==> src/rtl/nv_seq_ctrl.sv <==
module nv_seq_ctrl #(
  parameter int AW      = 15,
  parameter int CW      = 14,
  parameter int TW      = 16,
  parameter int T_ERASE = 20,
  parameter int T_PROG  = 30,
  parameter int T_CLR   = 8,
  parameter int T_XFER  = 12,
  parameter int T_INH   = 10
) (
  input  logic          clk,
  input  logic          rst_n,
  input  logic [AW-1:0] addr,
  input  logic          ce_n,
  input  logic          oe_n,
  input  logic          we_n,
  output logic          busy_n,
  output logic          access_en,
  output logic [2:0]    op_phase,
  output logic          done,
  output logic          as_disabled
);

  localparam logic [2:0] PH_IDLE = 3'd0, PH_ERASE = 3'd1, PH_PROG = 3'd2,
                         PH_CLR  = 3'd3, PH_XFER  = 3'd4, PH_INH  = 3'd5;
  localparam logic [CW-1:0] K0 = CW'(14'h0E38), K1 = CW'(14'h31C7), K2 = CW'(14'h03E0),
                            K3 = CW'(14'h3C1F), K4 = CW'(14'h303F);
  localparam logic [CW-1:0] CMD_SAVE = CW'(14'h0FC0), CMD_LOAD = CW'(14'h0C63),
                            CMD_NOAS = CW'(14'h0B45);

  logic [2:0]    ph, step;
  logic [TW-1:0] cnt;
  logic          rd_q, wr_q, noas;

  function automatic logic [CW-1:0] key_at(input logic [2:0] i);
    case (i)
      3'd0:    key_at = K0;
      3'd1:    key_at = K1;
      3'd2:    key_at = K2;
      3'd3:    key_at = K3;
      default: key_at = K4;
    endcase
  endfunction

  wire          rd_act = !ce_n && !oe_n && we_n;
  wire          wr_act = !ce_n && !we_n;
  wire          idle   = (ph == PH_IDLE);
  wire          rd_ev  = idle && rd_act && !rd_q;
  wire          wr_ev  = idle && wr_act && !wr_q;
  wire [CW-1:0] a      = addr[CW-1:0];
  wire          last   = (step == 3'd5);
  wire          go_save = rd_ev && last && (a == CMD_SAVE);
  wire          go_load = rd_ev && last && (a == CMD_LOAD);
  wire          go_noas = rd_ev && last && (a == CMD_NOAS);

  always_ff @(posedge clk) begin
    if (!rst_n) begin
      rd_q <= 1'b0;
      wr_q <= 1'b0;
    end else begin
      rd_q <= rd_act;
      wr_q <= wr_act;
    end
  end

  always_ff @(posedge clk) begin
    if (!rst_n || !idle || wr_ev)
      step <= 3'd0;
    else if (rd_ev) begin
      if (!last && a == key_at(step)) step <= step + 3'd1;
      else if (a == K0)               step <= 3'd1;
      else                            step <= 3'd0;
    end
  end

  always_ff @(posedge clk) begin
    if (!rst_n) begin
      ph   <= PH_CLR;
      cnt  <= TW'(T_CLR - 1);
      done <= 1'b0;
      noas <= 1'b0;
    end else begin
      done <= 1'b0;
      if (idle) begin
        if (go_save) begin
          ph  <= PH_ERASE;
          cnt <= TW'(T_ERASE - 1);
        end else if (go_load) begin
          ph  <= PH_CLR;
          cnt <= TW'(T_CLR - 1);
        end else if (go_noas)
          noas <= 1'b1;
      end else if (cnt != '0)
        cnt <= cnt - 1'b1;
      else begin
        case (ph)
          PH_ERASE: begin ph <= PH_PROG; cnt <= TW'(T_PROG - 1); end
          PH_PROG:  begin ph <= PH_INH;  cnt <= TW'(T_INH - 1); done <= 1'b1; end
          PH_CLR:   begin ph <= PH_XFER; cnt <= TW'(T_XFER - 1); end
          PH_XFER:  begin ph <= PH_IDLE; done <= 1'b1; end
          default:  ph <= PH_IDLE;
        endcase
      end
    end
  end

  assign busy_n      = !(ph == PH_ERASE || ph == PH_PROG || ph == PH_CLR || ph == PH_XFER);
  assign access_en   = idle;
  assign op_phase    = ph;
  assign as_disabled = noas;


  erase_then_prog_chk: assert property (@(posedge clk) disable iff (!rst_n)
    (op_phase == PH_ERASE) |=> (op_phase == PH_ERASE || op_phase == PH_PROG));

  prog_then_holdoff_chk: assert property (@(posedge clk) disable iff (!rst_n)
    (op_phase == PH_PROG) |=> (op_phase == PH_PROG || op_phase == PH_INH));

  start_from_idle_chk: assert property (@(posedge clk) disable iff (!rst_n)
    $fell(busy_n) |-> ($past(op_phase) == PH_IDLE));

  done_one_clock_chk: assert property (@(posedge clk) disable iff (!rst_n)
    done |=> !done);

  done_with_release_chk: assert property (@(posedge clk) disable iff (!rst_n)
    done |-> $rose(busy_n));

  noas_sticky_chk: assert property (@(posedge clk) disable iff (!rst_n)
    as_disabled |=> as_disabled);

endmodule

==> config.mk <==
export PLATFORM = sky130hd
export DESIGN_NAME = nv_seq_ctrl
export DESIGN_NICKNAME = d
export VERILOG_FILES = /design/src/rtl/nv_seq_ctrl.sv
export SDC_FILE = /design/constraint.sdc
export NUM_CORES = 1
export LEC_CHECK = 0
export CAP_MARGIN = 10
export CORE_ASPECT_RATIO = 1.4
export CORE_MARGIN = 2
export CORE_UTILIZATION = 45
export CTS_BUF_LIST = sky130_fd_sc_hd__clkbuf_4 sky130_fd_sc_hd__clkbuf_8
export DETAILED_ROUTE_END_ITERATION = 10
export GPL_TIMING_DRIVEN = 0
export PLACE_DENSITY = 0.68
export SLEW_MARGIN = 15
export SYNTH_ARGS = -nofsm -noshare
export SYNTH_HDL_FRONTEND = slang
export SYNTH_SLANG_ARGS = --single-unit
==> constraint.sdc <==
create_clock -name clk -period 3.4 [get_ports clk]
set_input_delay 0.34 -clock clk [delete_from_list [all_inputs] [get_ports clk]]
set_output_delay 0.34 -clock clk [all_outputs]
set_load 0.02 [all_outputs]
Word-level counts from Yosys, hierarchy flattened
Index checks and enable logic that the tools add are counted.
{"block": "op_classes", "add_sub_neg": 2, "mul": 0, "div": 0, "order_cmp": 0, "n_eq_ne": 15, "shift": 0, "muxes": 16, "bitwise": 3, "n_reduce_logical": 35}
{"cell": "16-bit 2-to-1 mux", "count": 4}
{"cell": "14-bit by 12-bit equality test with 1-bit output (second input constant)", "count": 4}
{"cell": "14-bit case mux with 4 select lines", "count": 1}
{"cell": "16-bit case mux with 3 select lines", "count": 1}
{"cell": "14-bit 2-to-1 mux", "count": 2}
{"cell": "16-bit nonzero test", "count": 1}
{"cell": "16-bit by 1-bit subtractor with 16-bit output (second input constant)", "count": 1}
{"cell": "3-bit 2-to-1 mux", "count": 5}
{"cell": "14-bit equality test", "count": 1}
{"cell": "3-bit by 2-bit equality test with 1-bit output (second input constant)", "count": 4}
{"cell": "1-bit logical AND", "count": 12}
{"cell": "1-bit zero test", "count": 9}
{"cell": "3-bit case mux with 3 select lines", "count": 1}
{"cell": "3-bit by 1-bit equality test with 1-bit output (second input constant)", "count": 2}
{"cell": "3-bit equality test (second input constant)", "count": 2}
{"cell": "3-bit zero test", "count": 2}
{"cell": "1-bit logical OR", "count": 5}
{"cell": "5-bit nonzero test", "count": 1}
{"cell": "2-bit AND reduction", "count": 2}
{"cell": "4-bit AND reduction", "count": 1}
{"cell": "3-bit by 1-bit adder with 3-bit output (second input constant)", "count": 1}
{"cell": "3-bit by 1-bit != test with 1-bit output (second input constant)", "count": 1}
{"cell": "1-bit inverter", "count": 3}
{"cell": "3-bit OR reduction", "count": 1}
{"cell": "other kinds (3)", "count": 4}
{"block": "word_totals", "ff_bits": 26, "latch_bits": 0, "ramBits": 0, "rom_bits": 0, "input_bits": 20, "output_inout_bits": 7, "word_cells": 78, "n_memories": 0}

Logic depth before layout (Yosys ltp)
{"block": "logic_depth", "word_depth": 10, "mapped_depth": 10, "ltp_nobuf": 8}

Worst setup path after synthesis
No wires, ideal clock.
{"block": "synth_timing", "path_type": "register -> register", "start": "register step[0]", "end": "register step[1]", "setup_time_ps": 75, "arrival_time_ps": 2152, "required_time_ps": 3325, "setup_slack_ps": 1173, "path_stages_with_launch": 9, "path_buffers": 1, "synth_period_minus_slack_ps": 2227, "cell_sequence": "dfxtp_1 ha_1 ha_1 clkbuf_1 or4_1 o21ai_0 nand4_1 or4_1 a21oi_1"}
{"block": "synth_between", "elab_chain_cells": 7, "elab_cells_between_ends": 13, "cone_classes": "add/sub: 1; eq/ne: 5; mux: 4; reduce/logical: 3"}
{"element": "start: declaration", "line": "31", "rtl": "logic [2:0] ph, step;"}
{"element": "start signal: assignment", "line": "70", "rtl": "if (!last && a == key_at(step)) step <= step + 3'd1;"}
{"element": "3-bit by 2-bit equality test with 1-bit output, or another cell as far along", "line": "36", "rtl": "case (i)"}
{"element": "14-bit case mux with 4 select lines", "line": "36"}
{"element": "14-bit 2-to-1 mux", "line": "69", "rtl": "else if (rd_ev) begin"}
{"element": "14-bit 2-to-1 mux", "line": "67", "rtl": "if (!rst_n || !idle || wr_ev)"}
{"element": "14-bit equality test", "line": "70"}
{"element": "1-bit logical AND", "line": "70"}
{"element": "3-bit 2-to-1 mux (*)", "line": "70"}
Mark *: on every way between the ends. The rest lies on a longest branch, timed or not. The select of a mux whose other input is x is not followed.
A chain may end at the register's enable or synchronous reset.

Worst setup path in the final report
{"block": "layout_timing", "start": "register cnt[6]", "end": "register cnt[0]"}
{"block": "layout_between", "elab_chain_cells": 3, "elab_cells_between_ends": 5, "cone_classes": "mux: 2; reduce/logical: 3"}
{"element": "start: declaration", "line": "32", "rtl": "logic [TW-1:0] cnt;"}
{"element": "start signal: assignment", "line": "79", "rtl": "cnt <= TW'(T_CLR - 1);"}
{"element": "start signal: assignment", "line": "87", "rtl": "cnt <= TW'(T_ERASE - 1);"}
{"element": "start signal: assignment", "line": "90", "rtl": "cnt <= TW'(T_CLR - 1);"}
{"element": "16-bit nonzero test (*)", "line": "93", "rtl": "end else if (cnt != '0)"}
{"element": "5-bit nonzero test (no line) or 16-bit 2-to-1 mux (tied branches)"}
{"element": "2-bit AND reduction (no line) or 16-bit 2-to-1 mux (tied branches)"}
Mark *: on every way between the ends. The rest lies on a longest branch, timed or not.

==> impl_metrics.env <==
export IMPL_design_final_nets=280
export IMPL_final_common_cell="sky130_fd_sc_hd__dfxtp_1"
export IMPL_worstPathCellList="nor4_1, nand3b_1, nor3_1, buf_2, nor2_1, xnor2_1, nand3_1"
export IMPL_route_detailed_wl_per_inst_um=15.05
export IMPL_viasPerCell=5.868
export IMPL_totalNegativeSetupSlack_ns=0
export IMPL_critPathCapture="cnt[0]"
export IMPL_drc_errors=0
export IMPL_vias_in_the_first_global_route=1691
export IMPL_chipHeight_um=79.21
export IMPL_netlist_cell_type_count=53
export IMPL_start_util_pct=46.39
export IMPL_finalWorstPathRequiredPeriod_ns=2.630
export IMPL_n_antenna_cell=0
export IMPL_worst_reg2reg_path_startpoint="cnt[6]"
export IMPL_max_cap_viol_count=0
export IMPL_fmax_ghz=0.3803
export IMPL_clk_latency_ns=0.28
export IMPL_mappedNetlistArea_mm2=0.001818
export IMPL_grt_setup_unrepaired="no"
export IMPL_clk_transition_reported_paths_ns=0.09
export IMPL_required_ns=3.53
export IMPL_detailed_router_s_first_iteration_violation_count=60
export IMPL_dp_hpwl_um=3381
export IMPL_postLayoutSetupSlackWorst_ns=0.7705
export IMPL_hold_viol=0
export IMPL_worst_r2r_setup_slack_ns=0.77
export IMPL_ys_seq_elements=26
export IMPL_cts_repair_resize_count=0
export IMPL_critical_path_depth=7
export IMPL_syn_instance_count=223
export IMPL_post_synth_fa_ha_maj_area_fraction_pct=4.818
export IMPL_synth_top_family_by_area="simple AND/OR/NAND/NOR gates"
export IMPL_synthMuxAreaShare_pct=2.271
export IMPL_die_w_um=57.72
export IMPL_synth_compound_area_share_pct=13.90
export IMPL_drt_first_pass_iters=5
export IMPL_num_io_pins=27
export IMPL_post_synth_cell_area_avg_um2=8.152
export IMPL_timing_reg2reg_worst_path_depth=7
export IMPL_die_area_mm2=0.004572
export IMPL_timing_critical_path_slowest_cell_delay_ns=0.69
export IMPL_grt_first_pass_wirelength_um=7514
export IMPL_worst_slew_pin_transition_ns=0.9230
export IMPL_tritoncts="yes"
export IMPL_setup_worst_path_end_class="flip-flop"
export IMPL_post_synth_xor_area_fraction_pct=7.226
export IMPL_timing_worst_setup_path_type="flip-flop to flip-flop"
export IMPL_crit_start="cnt[6]"
export IMPL_drt_wl_total_um=4440
export IMPL_cp_slowest_cell="sky130_fd_sc_hd__nor3_1"
export IMPL_maxSlewHeadroom_pct=37.69
export IMPL_synth_async_reset_ratio_pct=0
export IMPL_cts_hold_fix_bufs=0
export IMPL_top_post_synthesis_cells_by_area="sky130_fd_sc_hd__dfxtp_1, sky130_fd_sc_hd__xnor2_1, sky130_fd_sc_hd__nor2_1"
export IMPL_placement_rows=27
export IMPL_gp_routability_congestion=0.8920
export IMPL_synth_enable_flop_cells=0
export IMPL_synth_seq_area_share_pct=28.63
export IMPL_htree_num_levels=1
export IMPL_design_core_area_mm2=0.003919
export IMPL_grt_use_total_pct=20.55
export IMPL_critical_path_top_delay_family="simple AND/OR/NAND/NOR gates"
export IMPL_detailed_place_area_mm2=0.002122
export IMPL_run_status="complete, no violations"
export IMPL_finalClockSkew_ns=0.007695
export IMPL_layout_common_cells="sky130_fd_sc_hd__dfxtp_1, sky130_fd_sc_hd__nor2_1, sky130_fd_sc_hd__clkdlybuf4s50_1, sky130_fd_sc_hd__nand2_1, sky130_fd_sc_hd__xnor2_1"
export IMPL_count_of_port_buffers_added_during_placement=25
export IMPL_critical_path_max_fanout=10
export IMPL_synthSimpleGateAreaFrac_pct=37.65
export IMPL_stdcell_area_mm2=0.002177
export IMPL_ys_dominant_reg_cell="sky130_fd_sc_hd__dfxtp_1"
export IMPL_worst_hold_path_type="flip-flop to flip-flop"
export IMPL_max_vdd_ir_drop_v=0.0001900
export IMPL_reg2reg_to="cnt[0]"
export IMPL_flow_area_growth_from_synthesis_pct=19.75
export IMPL_detailedPlace_worstSlack_ns=0.8129
export IMPL_netlist_top_cell_by_area="sky130_fd_sc_hd__dfxtp_1"
export IMPL_final_period_utilization_pct=77.34
export IMPL_detailroute_via_count=1731
export IMPL_worstPathArrival_ns=2.76
export IMPL_clock_buffer_count_from_cts=3
export IMPL_power_per_cell_area_mw_per_mm2=275.0
export IMPL_power_leakage_uw=0.0008156
export IMPL_clock_sinks=26
export IMPL_yosysWarningCount=0
export IMPL_synth_fp_nets=250
export IMPL_crit_buf_inv=1
export IMPL_antenna_found_initial=0
export IMPL_route_antenna_remaining_nets=0
export IMPL_synth_top_cell_area_share_pct=28.63
export IMPL_clock_buffer_depth=2
export IMPL_timing_max_transition_violations_final=0
export IMPL_cts_root_buf="sky130_fd_sc_hd__clkbuf_8"
export IMPL_postCtsSetupBuffers=0
export IMPL_globalRoute_totalOverflow=0
export IMPL_post_route_cells_drive_above_1_share_pct=10.71
export IMPL_setup_violations_final=0
export IMPL_crit_path_start_kind="flip-flop"
export IMPL_pin_count_of_the_biggest_net_entering_global_routing=15
metal layers:
metal | global-route usage, % | share of wire [%] | vias up
met5 | 0 | 0 | -
met4 | 10.00 | 2.7 | 0
met3 | 2.606 | 4.5 | 12
met2 | 36.93 | 51 | 41
met1 | 23.27 | 41 | 808
li1 | - | - | 870
logic make-up after synthesis:
family | count (synthesis)
XOR/XNOR | 15
flip-flops | 26
buffers and inverters | 20
adder cells (fa/ha/maj) | 7
AO/OA/AOI/OAI | 36
AND/OR/NAND/NOR | 115
multiplexers | 4
per-stage QoR:
| stage | cells | total power (uW) | util, % | hold slack [ns] |
|---|---|---|---|---|
| 6_report | 295 | 598.7 | 55.56 | 0.4955 |
| 5_1_grt | 295 | 622.1 | 55.56 | 0.5303 |
| 4_1_cts | 295 | 600.2 | 55.56 | 0.4958 |
| 3_5_place_dp | 291 | 397.9 | 54.15 | 0.4743 |
| 3_3_place_gp | 291 | 397.6 | 54.15 | 0.4671 |
| 2_1_floorplan | 223 | 358.1 | - | 0.4151 |
power breakdown:
part | leakage, uW | switching, uW | internal, uW
registers | 0.000210 | 5.49 | 310
clock network | 0.0000288 | 102 | 104
logic | 0.000576 | 37.8 | 39.0
total | 0.000816 | 146 | 453
state kept, by name (all words and copies together), names as in the netlist:
name / flops
as_disabled: 1
cnt: 16
done: 1
op_phase: 3
rd_q: 1
step: 3
wr_q: 1
layout make-up:
cell class,count,area (um^2)
multi-input combinational,177,1197
fill,375,1742
sequential,26,520.5
buffer,10,57.56
tap,43,53.80
timing repair buffer,25,250.2
clock buffer,4,55.05
inverter,10,42.54
synth_stat cells (4+ instances only):
cell / n
sky130_fd_sc_hd__dfxtp_1: 26
sky130_fd_sc_hd__nor4_1: 7
sky130_fd_sc_hd__nor2_1: 25
sky130_fd_sc_hd__a21oi_1: 4
sky130_fd_sc_hd__or3_1: 4
sky130_fd_sc_hd__inv_1: 9
sky130_fd_sc_hd__or4_1: 8
sky130_fd_sc_hd__xnor2_1: 14
sky130_fd_sc_hd__or2_2: 6
sky130_fd_sc_hd__clkbuf_1: 4
sky130_fd_sc_hd__ha_1: 7
sky130_fd_sc_hd__nand2_1: 19
sky130_fd_sc_hd__buf_2: 4
sky130_fd_sc_hd__nand3_1: 5
sky130_fd_sc_hd__o21ai_0: 8
sky130_fd_sc_hd__nor3_1: 11
worst min-delay path by stage:
| stage | startpoint | to | slack, ns | cells past startpoint |
|---|---|---|---|---|
| global placement | as_disabled | as_disabled | 0.47 | 1 |
| CTS | as_disabled | as_disabled | 0.50 | 1 |
| detailed placement | as_disabled | as_disabled | 0.47 | 1 |
| finish | as_disabled | as_disabled | 0.50 | 1 |
| global route | as_disabled | as_disabled | 0.53 | 1 |
| floorplan | ce_n | wr_q | 0.42 | 1 |
No activity file was read; power rests on OpenSTA's default activity.
